<file path="config.mk">
export PLATFORM = sky130hd
export DESIGN_NAME = frame_victim_sel
export DESIGN_NICKNAME = d
export VERILOG_FILES = /design/src/rtl/fvs_pkg.sv /design/src/rtl/fvs_cfg.sv /design/src/rtl/fvs_ptr.sv /design/src/rtl/fvs_lfsr.sv /design/src/rtl/fvs_usage.sv /design/src/rtl/frame_victim_sel.sv
export SDC_FILE = /design/constraint.sdc
export NUM_CORES = 1
export LEC_CHECK = 0
export ABC_AREA = 1
export ABC_CLOCK_PERIOD_IN_PS = 24100
export BUFFER_PORTS_ARGS = -buffer_cell sky130_fd_sc_hd__buf_2
export CAP_MARGIN = 30
export CORE_ASPECT_RATIO = 1.75
export CORE_UTILIZATION = 60
export CTS_CLUSTER_DIAMETER = 200
export DETAILED_ROUTE_END_ITERATION = 16
export PLACE_DENSITY_LB_ADDON = 0.12
export SETUP_SLACK_MARGIN = 0.4
export SKIP_LAST_GASP = 1
export SYNTH_ARGS = -nofsm -noshare
export SYNTH_HDL_FRONTEND = slang
export SYNTH_SLANG_ARGS = --single-unit
</file>
<file path="constraint.sdc">
create_clock -name clk -period 24.1 [get_ports clk]
set_input_delay 4.82 -clock clk [delete_from_list [all_inputs] [get_ports clk]]
set_output_delay 4.82 -clock clk [all_outputs]
set_load 0.01 [all_outputs]
</file>
<file path="src/rtl/fvs_pkg.sv">
package fvs_pkg;
  localparam int FRAME_W = 4;
  localparam int NFRAMES = 1 << FRAME_W;

  typedef logic [FRAME_W-1:0] frame_t;
  typedef logic [FRAME_W:0]   wide_t;

  typedef enum logic [2:0] {
    MODE_MRU   = 3'd0,
    MODE_RAND  = 3'd1,
    MODE_RANDP = 3'd2,
    MODE_REV   = 3'd3,
    MODE_FIFO  = 3'd4,
    MODE_FIFOP = 3'd5,
    MODE_PROG  = 3'd6,
    MODE_RSVD  = 3'd7
  } mode_e;

  // lowest even frame not below lo
  function automatic wide_t pair_first(frame_t lo);
    return {1'b0, lo} + wide_t'(lo[0]);
  endfunction

  // even frame of the highest pair whose odd partner is not above hi
  function automatic wide_t pair_last(frame_t hi);
    wide_t t;
    t = ({1'b0, hi} + wide_t'(1)) & ~wide_t'(1);
    return t - wide_t'(2);
  endfunction

  function automatic logic pair_exists(frame_t lo, frame_t hi);
    return (pair_first(lo) + wide_t'(1)) <= {1'b0, hi};
  endfunction

  function automatic logic is_pair_mode(mode_e m);
    return (m == MODE_FIFOP) || (m == MODE_RANDP);
  endfunction
endpackage

</file>
<file path="src/rtl/fvs_cfg.sv">
module fvs_cfg
  import fvs_pkg::*;
(
  input  logic   clk,
  input  logic   rst_n,
  input  logic   load,
  input  frame_t lo_in,
  input  frame_t hi_in,
  input  mode_e  mode_in,
  output frame_t lo,
  output frame_t hi,
  output mode_e  mode,
  output logic   err
);
  logic range_bad, full_win, pair_bad, mode_bad;

  always_ff @(posedge clk) begin
    if (!rst_n) begin
      lo   <= '0;
      hi   <= frame_t'(NFRAMES - 2);
      mode <= MODE_FIFO;
    end else if (load) begin
      lo   <= lo_in;
      hi   <= hi_in;
      mode <= mode_in;
    end
  end

  always_comb begin
    range_bad = lo > hi;
    full_win  = (lo == '0) && (hi == '1);
    pair_bad  = is_pair_mode(mode) && !pair_exists(lo, hi);
    mode_bad  = mode == MODE_RSVD;
    err       = range_bad || full_win || pair_bad || mode_bad;
  end
endmodule

</file>
<file path="src/rtl/fvs_ptr.sv">
module fvs_ptr
  import fvs_pkg::*;
#(
  parameter bit     DESCEND = 1'b0,
  parameter int     STEP    = 1,
  parameter frame_t RST_PTR = '0
) (
  input  logic   clk,
  input  logic   rst_n,
  input  logic   load,
  input  frame_t ld_lo,
  input  frame_t ld_hi,
  input  frame_t lo,
  input  frame_t hi,
  input  logic   adv,
  output frame_t ptr
);
  localparam frame_t STEP_F = frame_t'(STEP);

  always_ff @(posedge clk) begin
    if (!rst_n)
      ptr <= RST_PTR;
    else if (load)
      ptr <= DESCEND ? ld_hi : ld_lo;
    else if (adv) begin
      if (DESCEND)
        ptr <= (ptr <= lo) ? hi : ptr - STEP_F;
      else
        ptr <= (ptr >= hi) ? lo : ptr + STEP_F;
    end
  end
endmodule

</file>
<file path="src/rtl/fvs_lfsr.sv">
module fvs_lfsr #(
  parameter int               W    = 16,
  parameter logic [W-1:0]     TAPS = 16'hB400
) (
  input  logic         clk,
  input  logic         rst_n,
  output logic [W-1:0] state
);
  always_ff @(posedge clk) begin
    if (!rst_n)
      state <= {{(W-1){1'b0}}, 1'b1};
    else
      state <= {1'b0, state[W-1:1]} ^ (state[0] ? TAPS : '0);
  end
endmodule

</file>
<file path="src/rtl/fvs_usage.sv">
module fvs_usage
  import fvs_pkg::*;
(
  input  logic   clk,
  input  logic   rst_n,
  input  logic   clr_mru,
  input  frame_t lo,
  input  frame_t hi,
  input  logic   use_valid,
  input  logic   use_write,
  input  frame_t use_frame,
  input  logic   fire,
  input  frame_t chosen,
  output frame_t mru_frame,
  output logic   mru_valid,
  output logic   chosen_dirty
);
  logic [NFRAMES-1:0] dirty;
  logic               hit_in_win;

  assign hit_in_win = use_valid && (use_frame >= lo) && (use_frame <= hi);

  always_ff @(posedge clk) begin
    if (!rst_n || clr_mru) begin
      mru_valid <= 1'b0;
      mru_frame <= '0;
    end else if (hit_in_win) begin
      mru_valid <= 1'b1;
      mru_frame <= use_frame;
    end
  end

  for (genvar i = 0; i < NFRAMES; i++) begin : g_dirty
    always_ff @(posedge clk) begin
      if (!rst_n)
        dirty[i] <= 1'b0;
      else if (fire && (chosen == frame_t'(i)))
        dirty[i] <= 1'b0;
      else if (use_valid && use_write && (use_frame == frame_t'(i)))
        dirty[i] <= 1'b1;
    end
  end

  assign chosen_dirty = dirty[chosen];
endmodule

</file>
<file path="src/rtl/frame_victim_sel.sv">
module frame_victim_sel
  import fvs_pkg::*;
#(
  parameter int                LFSR_W    = 16,
  parameter logic [LFSR_W-1:0] LFSR_TAPS = 16'hB400
) (
  input  logic               clk,
  input  logic               rst_n,
  input  logic               cfg_load,
  input  logic [FRAME_W-1:0] cfg_lo,
  input  logic [FRAME_W-1:0] cfg_hi,
  input  logic [2:0]         cfg_mode,
  input  logic               req,
  input  logic [FRAME_W-1:0] prog_frame,
  input  logic               use_valid,
  input  logic               use_write,
  input  logic [FRAME_W-1:0] use_frame,
  output logic               sel_valid,
  output logic [FRAME_W-1:0] sel_frame,
  output logic               sel_dirty,
  output logic               cfg_err
);
  // fold a random word into n slots (n >= 1)
  function automatic frame_t fold(logic [LFSR_W-1:0] r, wide_t n);
    if (n == '0) return '0;
    return frame_t'(r % LFSR_W'(n));
  endfunction

  frame_t cur_lo, cur_hi;
  mode_e  cur_mode;
  frame_t fifo_ptr, rev_ptr, pair_ptr;
  frame_t p_lo, p_hi, ld_plo, ld_phi;
  frame_t mru_frame, chosen, rnd_frame, rnd_pair;
  logic   mru_valid, chosen_dirty, fire;
  logic [LFSR_W-1:0] lfsr;
  wide_t  win_size, pair_cnt;

  fvs_cfg u_cfg (
    .clk(clk), .rst_n(rst_n), .load(cfg_load),
    .lo_in(cfg_lo), .hi_in(cfg_hi), .mode_in(mode_e'(cfg_mode)),
    .lo(cur_lo), .hi(cur_hi), .mode(cur_mode), .err(cfg_err)
  );

  assign p_lo   = frame_t'(pair_first(cur_lo));
  assign p_hi   = frame_t'(pair_last(cur_hi));
  assign ld_plo = frame_t'(pair_first(cfg_lo));
  assign ld_phi = frame_t'(pair_last(cfg_hi));
  assign fire   = req && !cfg_err;

  fvs_ptr #(.DESCEND(1'b0), .STEP(1), .RST_PTR(frame_t'(0))) u_fifo (
    .clk(clk), .rst_n(rst_n), .load(cfg_load), .ld_lo(cfg_lo), .ld_hi(cfg_hi),
    .lo(cur_lo), .hi(cur_hi), .adv(fire && cur_mode == MODE_FIFO), .ptr(fifo_ptr)
  );

  fvs_ptr #(.DESCEND(1'b1), .STEP(1), .RST_PTR(frame_t'(NFRAMES - 2))) u_rev (
    .clk(clk), .rst_n(rst_n), .load(cfg_load), .ld_lo(cfg_lo), .ld_hi(cfg_hi),
    .lo(cur_lo), .hi(cur_hi), .adv(fire && cur_mode == MODE_REV), .ptr(rev_ptr)
  );

  fvs_ptr #(.DESCEND(1'b0), .STEP(2), .RST_PTR(frame_t'(0))) u_pair (
    .clk(clk), .rst_n(rst_n), .load(cfg_load), .ld_lo(ld_plo), .ld_hi(ld_phi),
    .lo(p_lo), .hi(p_hi), .adv(fire && cur_mode == MODE_FIFOP), .ptr(pair_ptr)
  );

  fvs_lfsr #(.W(LFSR_W), .TAPS(LFSR_TAPS)) u_lfsr (
    .clk(clk), .rst_n(rst_n), .state(lfsr)
  );

  fvs_usage u_use (
    .clk(clk), .rst_n(rst_n), .clr_mru(cfg_load), .lo(cur_lo), .hi(cur_hi),
    .use_valid(use_valid), .use_write(use_write), .use_frame(use_frame),
    .fire(fire), .chosen(chosen),
    .mru_frame(mru_frame), .mru_valid(mru_valid), .chosen_dirty(chosen_dirty)
  );

  always_comb begin
    win_size  = {1'b0, cur_hi} - {1'b0, cur_lo} + wide_t'(1);
    pair_cnt  = ((wide_t'(p_hi) - wide_t'(p_lo)) >> 1) + wide_t'(1);
    rnd_frame = cur_lo + fold(lfsr, win_size);
    rnd_pair  = p_lo + frame_t'(fold(lfsr, pair_cnt) << 1);
    unique case (cur_mode)
      MODE_MRU:   chosen = mru_valid ? mru_frame : cur_lo;
      MODE_RAND:  chosen = rnd_frame;
      MODE_RANDP: chosen = rnd_pair;
      MODE_REV:   chosen = rev_ptr;
      MODE_FIFO:  chosen = fifo_ptr;
      MODE_FIFOP: chosen = pair_ptr;
      MODE_PROG:  chosen = prog_frame;
      default:    chosen = cur_lo;
    endcase
  end

  always_ff @(posedge clk) begin
    if (!rst_n) begin
      sel_valid <= 1'b0;
      sel_frame <= '0;
      sel_dirty <= 1'b0;
    end else begin
      sel_valid <= fire;
      if (fire) begin
        sel_frame <= chosen;
        sel_dirty <= chosen_dirty;
      end
    end
  end
endmodule

</file>
# Word level (Yosys, flattened, before mapping)
# Index checks and enable logic that the tools add are counted.
# totals
out_inout_bits	7
input_bits	25
reg_bits	66
elab_cells	186
# classes
n_lt_le_gt_ge	8
eq_ne	38
bitwise_logic	2
mux	20
n_reduce_logical	74
n_addsub	14
div_mod_pow	2
# op_table
cell	count
$eq 4x4->1 const B	17
$mux 4	12
$logic_and 1x1->1	41
$eq 4x3->1 const B	8
$mod 16x5->16	2
$reduce_or 2->1	16
$pmux 4 s7	1
$eq 4x2->1 const B	4
$mux 16	1
$xor 15x16->16	1
$eq 3x3->1 const B	4
$ge 4x4->1	3
$logic_not 4->1	3
$add 5x1->5 const B	2
$logic_not 5->1	2
$sub 4x4->5	2
$add 4x1->4 const B	2
$add 4x4->4	2
$eq 4x1->1 const B	2
$le 4x4->1	2
$eq 3x2->1 const B	2
$mux 3	2
$reduce_bool 2->1	3
$add 4x1->5	1
other kinds (15)	23

# Depth between registers and ports, before layout
# Gate-level depths: netlist (run 1).
# depth
word_depth	12
ltp_mapped	199
ltp_nobuf	195

# Modules after synthesis
# Synthesis (run 1) repeated with hierarchy kept, for this count alone.
# unflattened
cells_unflattened	2584
area_unflattened_um2	15777.6
# modules_own_cells
mod	area_each_um2	seq_area_each_um2	n_inst	cells_each
frame_victim_sel	12105.4	120.1	1	2051
fvs_usage	1322.5	420.4	1	201
fvs_cfg	680.7	220.2	1	98
fvs_lfsr	475.5	320.3	1	55
fvs_ptr at u_fifo	409.1	80.1	1	63
fvs_ptr at u_pair	401.6	80.1	1	62
fvs_ptr at u_rev	382.9	80.1	1	54

# Worst setup path before layout (run 1)
# OpenSTA, ideal clock, no wires.
# synth_path
path_type	register to register
startpoint	reg u_cfg.lo[2]
endpoint	reg sel_dirty
path_slack_ns	-2.612
setup_time_ns	0.109
synth_period_minus_slack_ns	26.712
stages_incl_launch_ff	191
path_buffers	3
arrival_ns	26.603
required_ns	23.991
path_cell_list	dfxtp_1 > buf_2 > inv_1 > ha_1 > fa_1 > xnor2_1 > nand2_1 > nor2_4 > nand2_1 > nand2_1 > nand2_1 > ha_1 > o21ai_0 > nand2_1 > nand2_2 > inv_2 > nand2_1 > nand2_1 > [... 155 more ...] > nand4_2 > a21oi_1 > ha_1 > inv_1 > fa_1 > inv_1 > a221oi_1 > a22oi_1 > inv_1 > nor2_1 > a221oi_1 > o21ai_0 > nand2_1 > nand2_1 > nand2_1 > nand3_1 > nand2_1 > inv_1
# synth_between
elab_chain_len	10
elab_cells_between_ends	31
classes_between	8 x add/sub; 2 x div; 2 x order compare; 8 x mux; 11 x reduce/logical
# synth_rtl
item	line	source
start, declared	fvs_cfg.sv:10	output frame_t lo,
start signal, assigned	fvs_cfg.sv:23	lo <= lo_in;
parallel branches: the longest is 10 deep, another holds $mod 16x5->16	n/a	
end signal, assigned	frame_victim_sel.sv:102	sel_dirty <= chosen_dirty;
end, declared	frame_victim_sel.sv:20	output logic sel_dirty,
# Several ways; the timed one is not identified. The select of a mux whose other input is x is not followed.
# A chain may end at the register's enable or synchronous reset.

# Worst setup path in the final report (run 1)
# layout_path
startpoint	reg u_cfg.hi[1]
endpoint	reg sel_dirty
# layout_between
elab_chain_len	11
elab_cells_between_ends	30
classes_between	8 x add/sub; 2 x div; 2 x order compare; 1 x eq/ne; 7 x mux; 10 x reduce/logical
# layout_rtl
item	line	source
start, declared	fvs_cfg.sv:11	output frame_t hi,
start signal, assigned	fvs_cfg.sv:20	hi <= frame_t'(NFRAMES - 2);
start signal, assigned	fvs_cfg.sv:24	hi <= hi_in;
parallel branches: the longest is 11 deep, another holds $mod 16x5->16	n/a	
# Several ways; the timed one is not identified. The select of a mux whose other input is x is not followed.

==> run summary, run 1 <==
CP arrival: 25.30 ns
DRT Pass-1 Iters: 8
WS Path Type: reg2reg
Hold Fails Final Rpt: 0
minimum clock period: 25.06 ns
Most common cell on crit path: nand2_2
part of the Yosys area used for sequential elements: 0.0865
HPWL after detailed placement: 36.6 mm
Max Fanout on Critical Path: 8
Worst setup EP type: register
fin crit share: 1.04
drt wl/cell: 18.6 um
DIE HEIGHT: 212 um
H-tree levels: 3
Starting Density: 0.611
CP max stage cell: fa_1
worst stage delay on the critical path: 0.54 ns
Mapped Cells: 2,477
antenna-violating nets left: 0
cts bufs inserted: 9
hold_sp: sel_frame[1]$_SDFFE_PN0P_
die footprint: 25,700 um^2
Ys Warns: 0
Post-Synthesis Cell Area: 15,000 um^2
CP Data Required Time: 24.34 ns
setup TNS: -14.20 ns
Startpoint Class: register
Routed WL: 57.9 mm
Starting DRT DRC Count: 1,546
GRT Overall Usage: 0.361
GPL Wtd Cong: 1.00
Clock transition at path regs: 0.05 ns
failing checks: negative setup slack
vias in the first global route: 17,100
first-pass GRT wire length: 75.5 mm
commonest non-fill, non-tap cell in the layout: nand2_1
HP Class: reg2reg
largest net degree at the start of global routing: 33
final net count: 3,028
Yosys cell types: 62
area delta synth->final: 36.1%
clk sink count: 65
via count: 19,000
Die Width: 122 um
Max Slew Vio Count: 0
GRT Residual Overflow: 0
fill cell count: 1,548
Worst R2R Setup Slack: -0.96 ns
clk_skew: 0.00737 ns
row count: 76
Net Count, Synth: 2,700
status: finished, violations left
Seq cells post-synth: 65
share of cells above drive strength 1: 0.340
core area: 24,600 um^2
# DRC: 0
initial antenna violation count: 0
EDFF count, synth: 0
# diodes: 0
Worst R2R Start: u_cfg.hi[1]$_SDFFE_PN1P_
unrepaired setup endpoints after global routing: yes
worst slew pin tran: 0.912 ns
Post-CTS Hold Buffers: 0
Top FF cell, synth: dfxtp_1
CTS max path bufs: 2
Port Buffer Count: 31
max_slew headroom: 0.388
R2R depth: 186
PnR worst setup slack: -0.965 ns
async set or reset register ratio after synthesis: 0
Max Cap Viol: 0
Final setup viols: 20
Vias per Instance: 6.10
fmax: 39.9 MHz
Clock Latency Late Sink: 0.34 ns
root buf cell: clkbuf_16
I/O pin cnt: 32
Hold Path End: sel_frame[1]$_SDFFE_PN0P_
RR Endpoint: sel_dirty$_SDFFE_PN0P_
Hold Path Stages: 2
CTS tree: yes
Mean Syn Cell Area: 6.08 um^2
commonest cells after routing, fill and taps aside: 514 x nand2_1, 331 x inv_1, 315 x buf_4
==> sequential cells by signal, indices dropped and copies added, names as in the netlist <==
name             count
sel_valid            1
u_use.dirty         16
sel_frame            4
u_use.mru_valid      1
u_rev.ptr            4
u_cfg.mode           3
u_pair.ptr           3
sel_dirty            1
u_fifo.ptr           4
u_use.mru_frame      4
u_lfsr.state        16
u_cfg.lo             4
u_cfg.hi             4
==> metal layers <==
metal	vias to the layer above	track usage	part of all wire
li1	8777	-	-
met5	-	0	0
met4	0	0.240	0.092
met3	474	0.0482	0.066
met2	1023	0.711	0.51
met1	8756	0.335	0.33
==> how the worst max path moves through the flow <==
| stage | start | to | slack, ns | cells past startpoint |
|---|---|---|---|---|
| finish | u_cfg.hi[1]$_SDFFE_PN1P_ | sel_dirty$_SDFFE_PN0P_ | -0.96 | 186 |
| floorplan | u_cfg.hi[1]$_SDFFE_PN1P_ | sel_dirty$_SDFFE_PN0P_ | 0.01 | 195 |
| global placement | u_cfg.hi[0]$_SDFFE_PN0P_ | sel_dirty$_SDFFE_PN0P_ | -0.56 | 183 |
| CTS | u_cfg.hi[1]$_SDFFE_PN1P_ | sel_dirty$_SDFFE_PN0P_ | 0.29 | 191 |
| detailed placement | u_cfg.hi[1]$_SDFFE_PN1P_ | sel_dirty$_SDFFE_PN0P_ | -1.28 | 188 |
| global route | u_cfg.hi[1]$_SDFFE_PN1P_ | sel_dirty$_SDFFE_PN0P_ | -2.43 | 179 |
==> cell usage after synthesis (all sizes together) (5+ instances only) <==
cell type | count | area [um^2]
nand2 | 644 | 2610
inv | 418 | 1570
nand3 | 230 | 1470
nor2 | 212 | 1010
ha | 193 | 2410
o21ai | 154 | 790
a21oi | 133 | 699
nand4 | 73 | 539
xor2 | 67 | 587
dfxtp | 65 | 1300
xnor2 | 46 | 410
clkbuf | 33 | 124
nor3 | 32 | 165
or2 | 25 | 156
a21o | 23 | 173
o21bai | 18 | 139
o211ai | 14 | 105
buf | 11 | 104
nand3b | 11 | 82.6
clkinv | 9 | 33.8
a31oi | 8 | 50.1
o21a | 8 | 60.1
fa | 5 | 100
o2111ai | 5 | 43.8
o22ai | 5 | 31.3
==> cell type report <==
cell class	count	area, um^2	share of cell area
clock buffer	14	274	0.0134
clock inverter	2	35.0	0.00171
inverter	427	1700	0.0829
multi-input combinational	1941	14100	0.688
sequential	65	1320	0.0642
tap	312	390	0.0191
timing repair buffer	360	2680	0.131
timing repair inverter	1	5.00	0.000244
==> worst max-delay path, delay by kind of cell, from the launching register on <==
family	cells	cell delay [ns]
AND/OR/NAND/NOR	79	8.37
AO/OA/AOI/OAI	53	7.87
adder cells (fa/ha/maj)	19	5.18
buffers and inverters	34	2.85
flip-flops	1	0.36
XOR/XNOR	1	0.16
==> metrics by stage <==
stage	util	hold slack [ns]	worst slack [ns]	area, um^2	instances
2_1_floorplan	-	0.443	0.0126	15600	2477
5_1_grt	0.831	0.503	-2.43	20500	3122
6_report	0.831	0.475	-0.965	20500	3122
3_5_place_dp	0.690	0.462	-1.28	17000	2920
4_1_cts	0.740	0.478	0.286	18200	3005
3_3_place_gp	0.690	0.455	-0.557	17000	2920
==> cells by family (layout without fill, tap and decap cells) <==
kind of cell / Yosys count / after routing / share of synthesized area
simple gates: 1235 / 1235 / 0.404
xor+xnor: 113 / 113 / 0.0663
compound gates: 395 / 395 / 0.154
flops: 65 / 65 / 0.0865
buf+inv: 471 / 804 / 0.122
fa+ha+maj: 198 / 198 / 0.167
==> timing repair <==
item                                    4_1_cts  5_1_grt
gates resized for setup                      93      309
cloned                                        0        1
pin swaps                                   105      248
setup buffers                                69      116
endpoints found under the setup margin       21       21
Power of run 1 is not shown: default switching activity piles up to over one toggle a cycle in this logic, so the estimate is an artifact.
==> inputs of run 2 (changes only) <==
--- a/config.mk
+++ b/config.mk
@@ -11,11 +11,12 @@
 export CAP_MARGIN = 30
 export CORE_ASPECT_RATIO = 1.75
 export CORE_UTILIZATION = 60
+export CTS_BUF_LIST = sky130_fd_sc_hd__clkbuf_8
 export CTS_CLUSTER_DIAMETER = 200
 export DETAILED_ROUTE_END_ITERATION = 16
 export PLACE_DENSITY_LB_ADDON = 0.12
+export RECOVER_POWER = 50
 export SETUP_SLACK_MARGIN = 0.4
-export SKIP_LAST_GASP = 1
 export SYNTH_ARGS = -nofsm -noshare
 export SYNTH_HDL_FRONTEND = slang
 export SYNTH_SLANG_ARGS = --single-unit
==> run 2 against run 1 <==
Compared with the run above:
- the flow finishes with violations (max-capacitance violations, max-slew violations, negative setup slack)
- clock-buffer cell count decreased by 2
- worst setup slack got worse by 0.091 ns
- clock skew increased by 0.0084 ns
- critical path depth decreased by 6
- register-to-register slack got worse by 0.09 ns
- flip-flop and latch count unchanged
- via count increased by 1.7%
- non-clock buffer count increased by 19
- global-route usage about the same
- final area increased by 0.11%
- largest cell class unchanged
==> run summary, run 2 (same netlist as run 1, synthesis figures left out) <==
status: finished, violations left (unchanged)
failing checks: max-capacitance violations, max-slew violations, negative setup slack (was negative setup slack)
PnR worst setup slack: -1.06 ns (was -0.965 ns)
GRT Overall Usage: 0.361 (about the same)
Hold Path Stages: 2 (unchanged)
Hold Path End: sel_frame[1]$_SDFFE_PN0P_ (unchanged)
Worst R2R Start: u_cfg.hi[1]$_SDFFE_PN1P_ (unchanged)
die footprint: 25,700 um^2 (unchanged)
CTS tree: yes (unchanged)
worst stage delay on the critical path: 0.38 ns (was 0.54 ns)
CP Data Required Time: 24.37 ns (was 24.34 ns)
# diodes: 0 (unchanged)
Most common cell on crit path: nand2_1 (was nand2_2)
Max Fanout on Critical Path: 8 (unchanged)
worst hold slack: 0.479 ns (was 0.475 ns)
HP Class: reg2reg (unchanged)
Starting DRT DRC Count: 1,590 (was 1,546)
Max Slew Vio Count: 33 (was 0)
initial antenna violation count: 0 (unchanged)
minimum clock period: 25.16 ns (was 25.06 ns)
commonest non-fill, non-tap cell in the layout: nand2_1 (unchanged)
largest registers: u_lfsr.state: 16 flops, u_use.dirty: 16 flops (unchanged)
max_slew headroom: -0.171 (was 0.388)
via count: 19,400 (was 19,000)
WS Path Type: reg2reg (unchanged)
Port Buffer Count: 31 (unchanged)
share of cells above drive strength 1: 0.341 (was 0.340)
area delta synth->final: 36.2% (was 36.1%)
vias in the first global route: 17,200 (was 17,100)
commonest cells after routing, fill and taps aside: 520 x nand2_1, 332 x inv_1, 332 x buf_4 (was 514 x nand2_1, 331 x inv_1, 315 x buf_4)
Startpoint Class: register (unchanged)
H-tree levels: 3 (unchanged)
Hold Fails Final Rpt: 0 (unchanged)
CP arrival: 25.43 ns (was 25.30 ns)
# DRC: 0 (unchanged)
clk sink count: 65 (unchanged)
DIE HEIGHT: 212 um (unchanged)
antenna-violating nets left: 0 (unchanged)
clk_skew: 0.0158 ns (was 0.00737 ns)
pre-CTS WS: -1.28 ns (unchanged)
GRT Residual Overflow: 0 (unchanged)
Max Cap Viol: 1 (was 0)
Clock transition at path regs: 0.08 ns (was 0.05 ns)
final net count: 3,047 (was 3,028)
Final setup viols: 20 (unchanged)
final core utilization: 0.832 (was 0.831)
RR Endpoint: sel_dirty$_SDFFE_PN0P_ (unchanged)
CTS max path bufs: 2 (unchanged)
largest net degree at the start of global routing: 33 (unchanged)
R2R depth: 180 (was 186)
Die Width: 122 um (unchanged)
hold_sp: sel_frame[1]$_SDFFE_PN0P_ (unchanged)
HPWL after detailed placement: 36.6 mm (unchanged)
Post-CTS Hold Buffers: 0 (unchanged)
fin crit share: 1.04 (about the same)
CP max stage cell: fa_2 (was fa_1)
root buf cell: clkbuf_8 (was clkbuf_16)
DRT Pass-1 Iters: 9 (was 8)
I/O pin cnt: 32 (unchanged)
worst slew pin tran: 1.76 ns (was 0.912 ns)
core area: 24,600 um^2 (unchanged)
Worst setup EP type: register (unchanged)
row count: 76 (unchanged)
first-pass GRT wire length: 75.6 mm (was 75.5 mm)
fmax: 39.8 MHz (was 39.9 MHz)
Vias per Instance: 6.16 (was 6.10)
drt wl/cell: 18.5 um (was 18.6 um)
GPL Wtd Cong: 1.00 (unchanged)
cts bufs inserted: 9 (unchanged)
Clock Latency Late Sink: 0.37 ns (was 0.34 ns)
unrepaired setup endpoints after global routing: yes (unchanged)
Starting Density: 0.611 (unchanged)
Routed WL: 58.2 mm (was 57.9 mm)
Worst R2R Setup Slack: -1.06 ns (was -0.96 ns)
run 2: cell types whose count changed in the layout (fill, tap and decap cells not counted), moves of 6 or more:
cell	delta
buf_4	+17
clkbuf_16	-9
clkbuf_8	+9
buf_2	-6
nand2_1	+6
run 2: final cells by class:
cell class,count,area [um^2]
multi-input cells,1941,14100
fillers,1530,4130
repair buffers,379,2830
inverters,427,1690
flip-flops and latches,65,1310
well taps,312,390
clock buffers,12,165
clock inverters,4,42.5
repair inverters,1,5.00
run 2: worst max-delay path by stage:
stage / startpoint / end / slack (ns) / depth (start not counted)
finish: u_cfg.hi[1]$_SDFFE_PN1P_ / sel_dirty$_SDFFE_PN0P_ / -1.06 / 180
global route: u_cfg.lo[1]$_SDFFE_PN0P_ / sel_dirty$_SDFFE_PN0P_ / -2.15 / 180
CTS: u_cfg.hi[1]$_SDFFE_PN1P_ / sel_dirty$_SDFFE_PN0P_ / 0.32 / 191
detailed placement: u_cfg.hi[1]$_SDFFE_PN1P_ / sel_dirty$_SDFFE_PN0P_ / -1.28 / 188
global placement: u_cfg.hi[0]$_SDFFE_PN0P_ / sel_dirty$_SDFFE_PN0P_ / -0.56 / 183
floorplan: u_cfg.hi[1]$_SDFFE_PN1P_ / sel_dirty$_SDFFE_PN0P_ / 0.01 / 195
run 2: routing by layer:
metal  global-route usage  routed length, um  vias to the layer above
met5                    0                  0                        -
met2                0.712              29600                     1130
li1                     -                  -                     8824
met1                0.336              19200                     8911
met3               0.0493               4120                      491
met4                0.235               5300                        0
run 2: worst max-delay path: cells and delay by family (launching register included):
kind                     cells  cell delay [ns]
AO/OA/AOI/OAI               52             7.62
XOR/XNOR                     3             0.50
adder cells (fa/ha/maj)     19             5.06
buffers and inverters       27             2.38
flip-flops                   1             0.36
AND/OR/NAND/NOR             79             9.06
run 2: per-stage QoR:
step | cells | setup TNS, ns | instance area [um^2]
floorplan | 2477 | 0 | 15600
global placement | 2920 | -1.46 | 17000
detailed placement | 2920 | -15.07 | 17000
CTS | 3018 | 0 | 18200
global route | 3141 | -39.25 | 20500
finish | 3141 | -17.16 | 20500
run 2: what timing repair did:
| action | CTS | global route |
|---|---|---|
| gates resized for setup | 98 | 296 |
| hold endpoints to repair | 0 | 0 |
| setup endpoints to repair | 21 | 21 |
| pin swaps | 115 | 258 |
| cloned | 0 | 1 |
| setup buffers | 82 | 122 |
Power of run 2 is left out for the same reason.
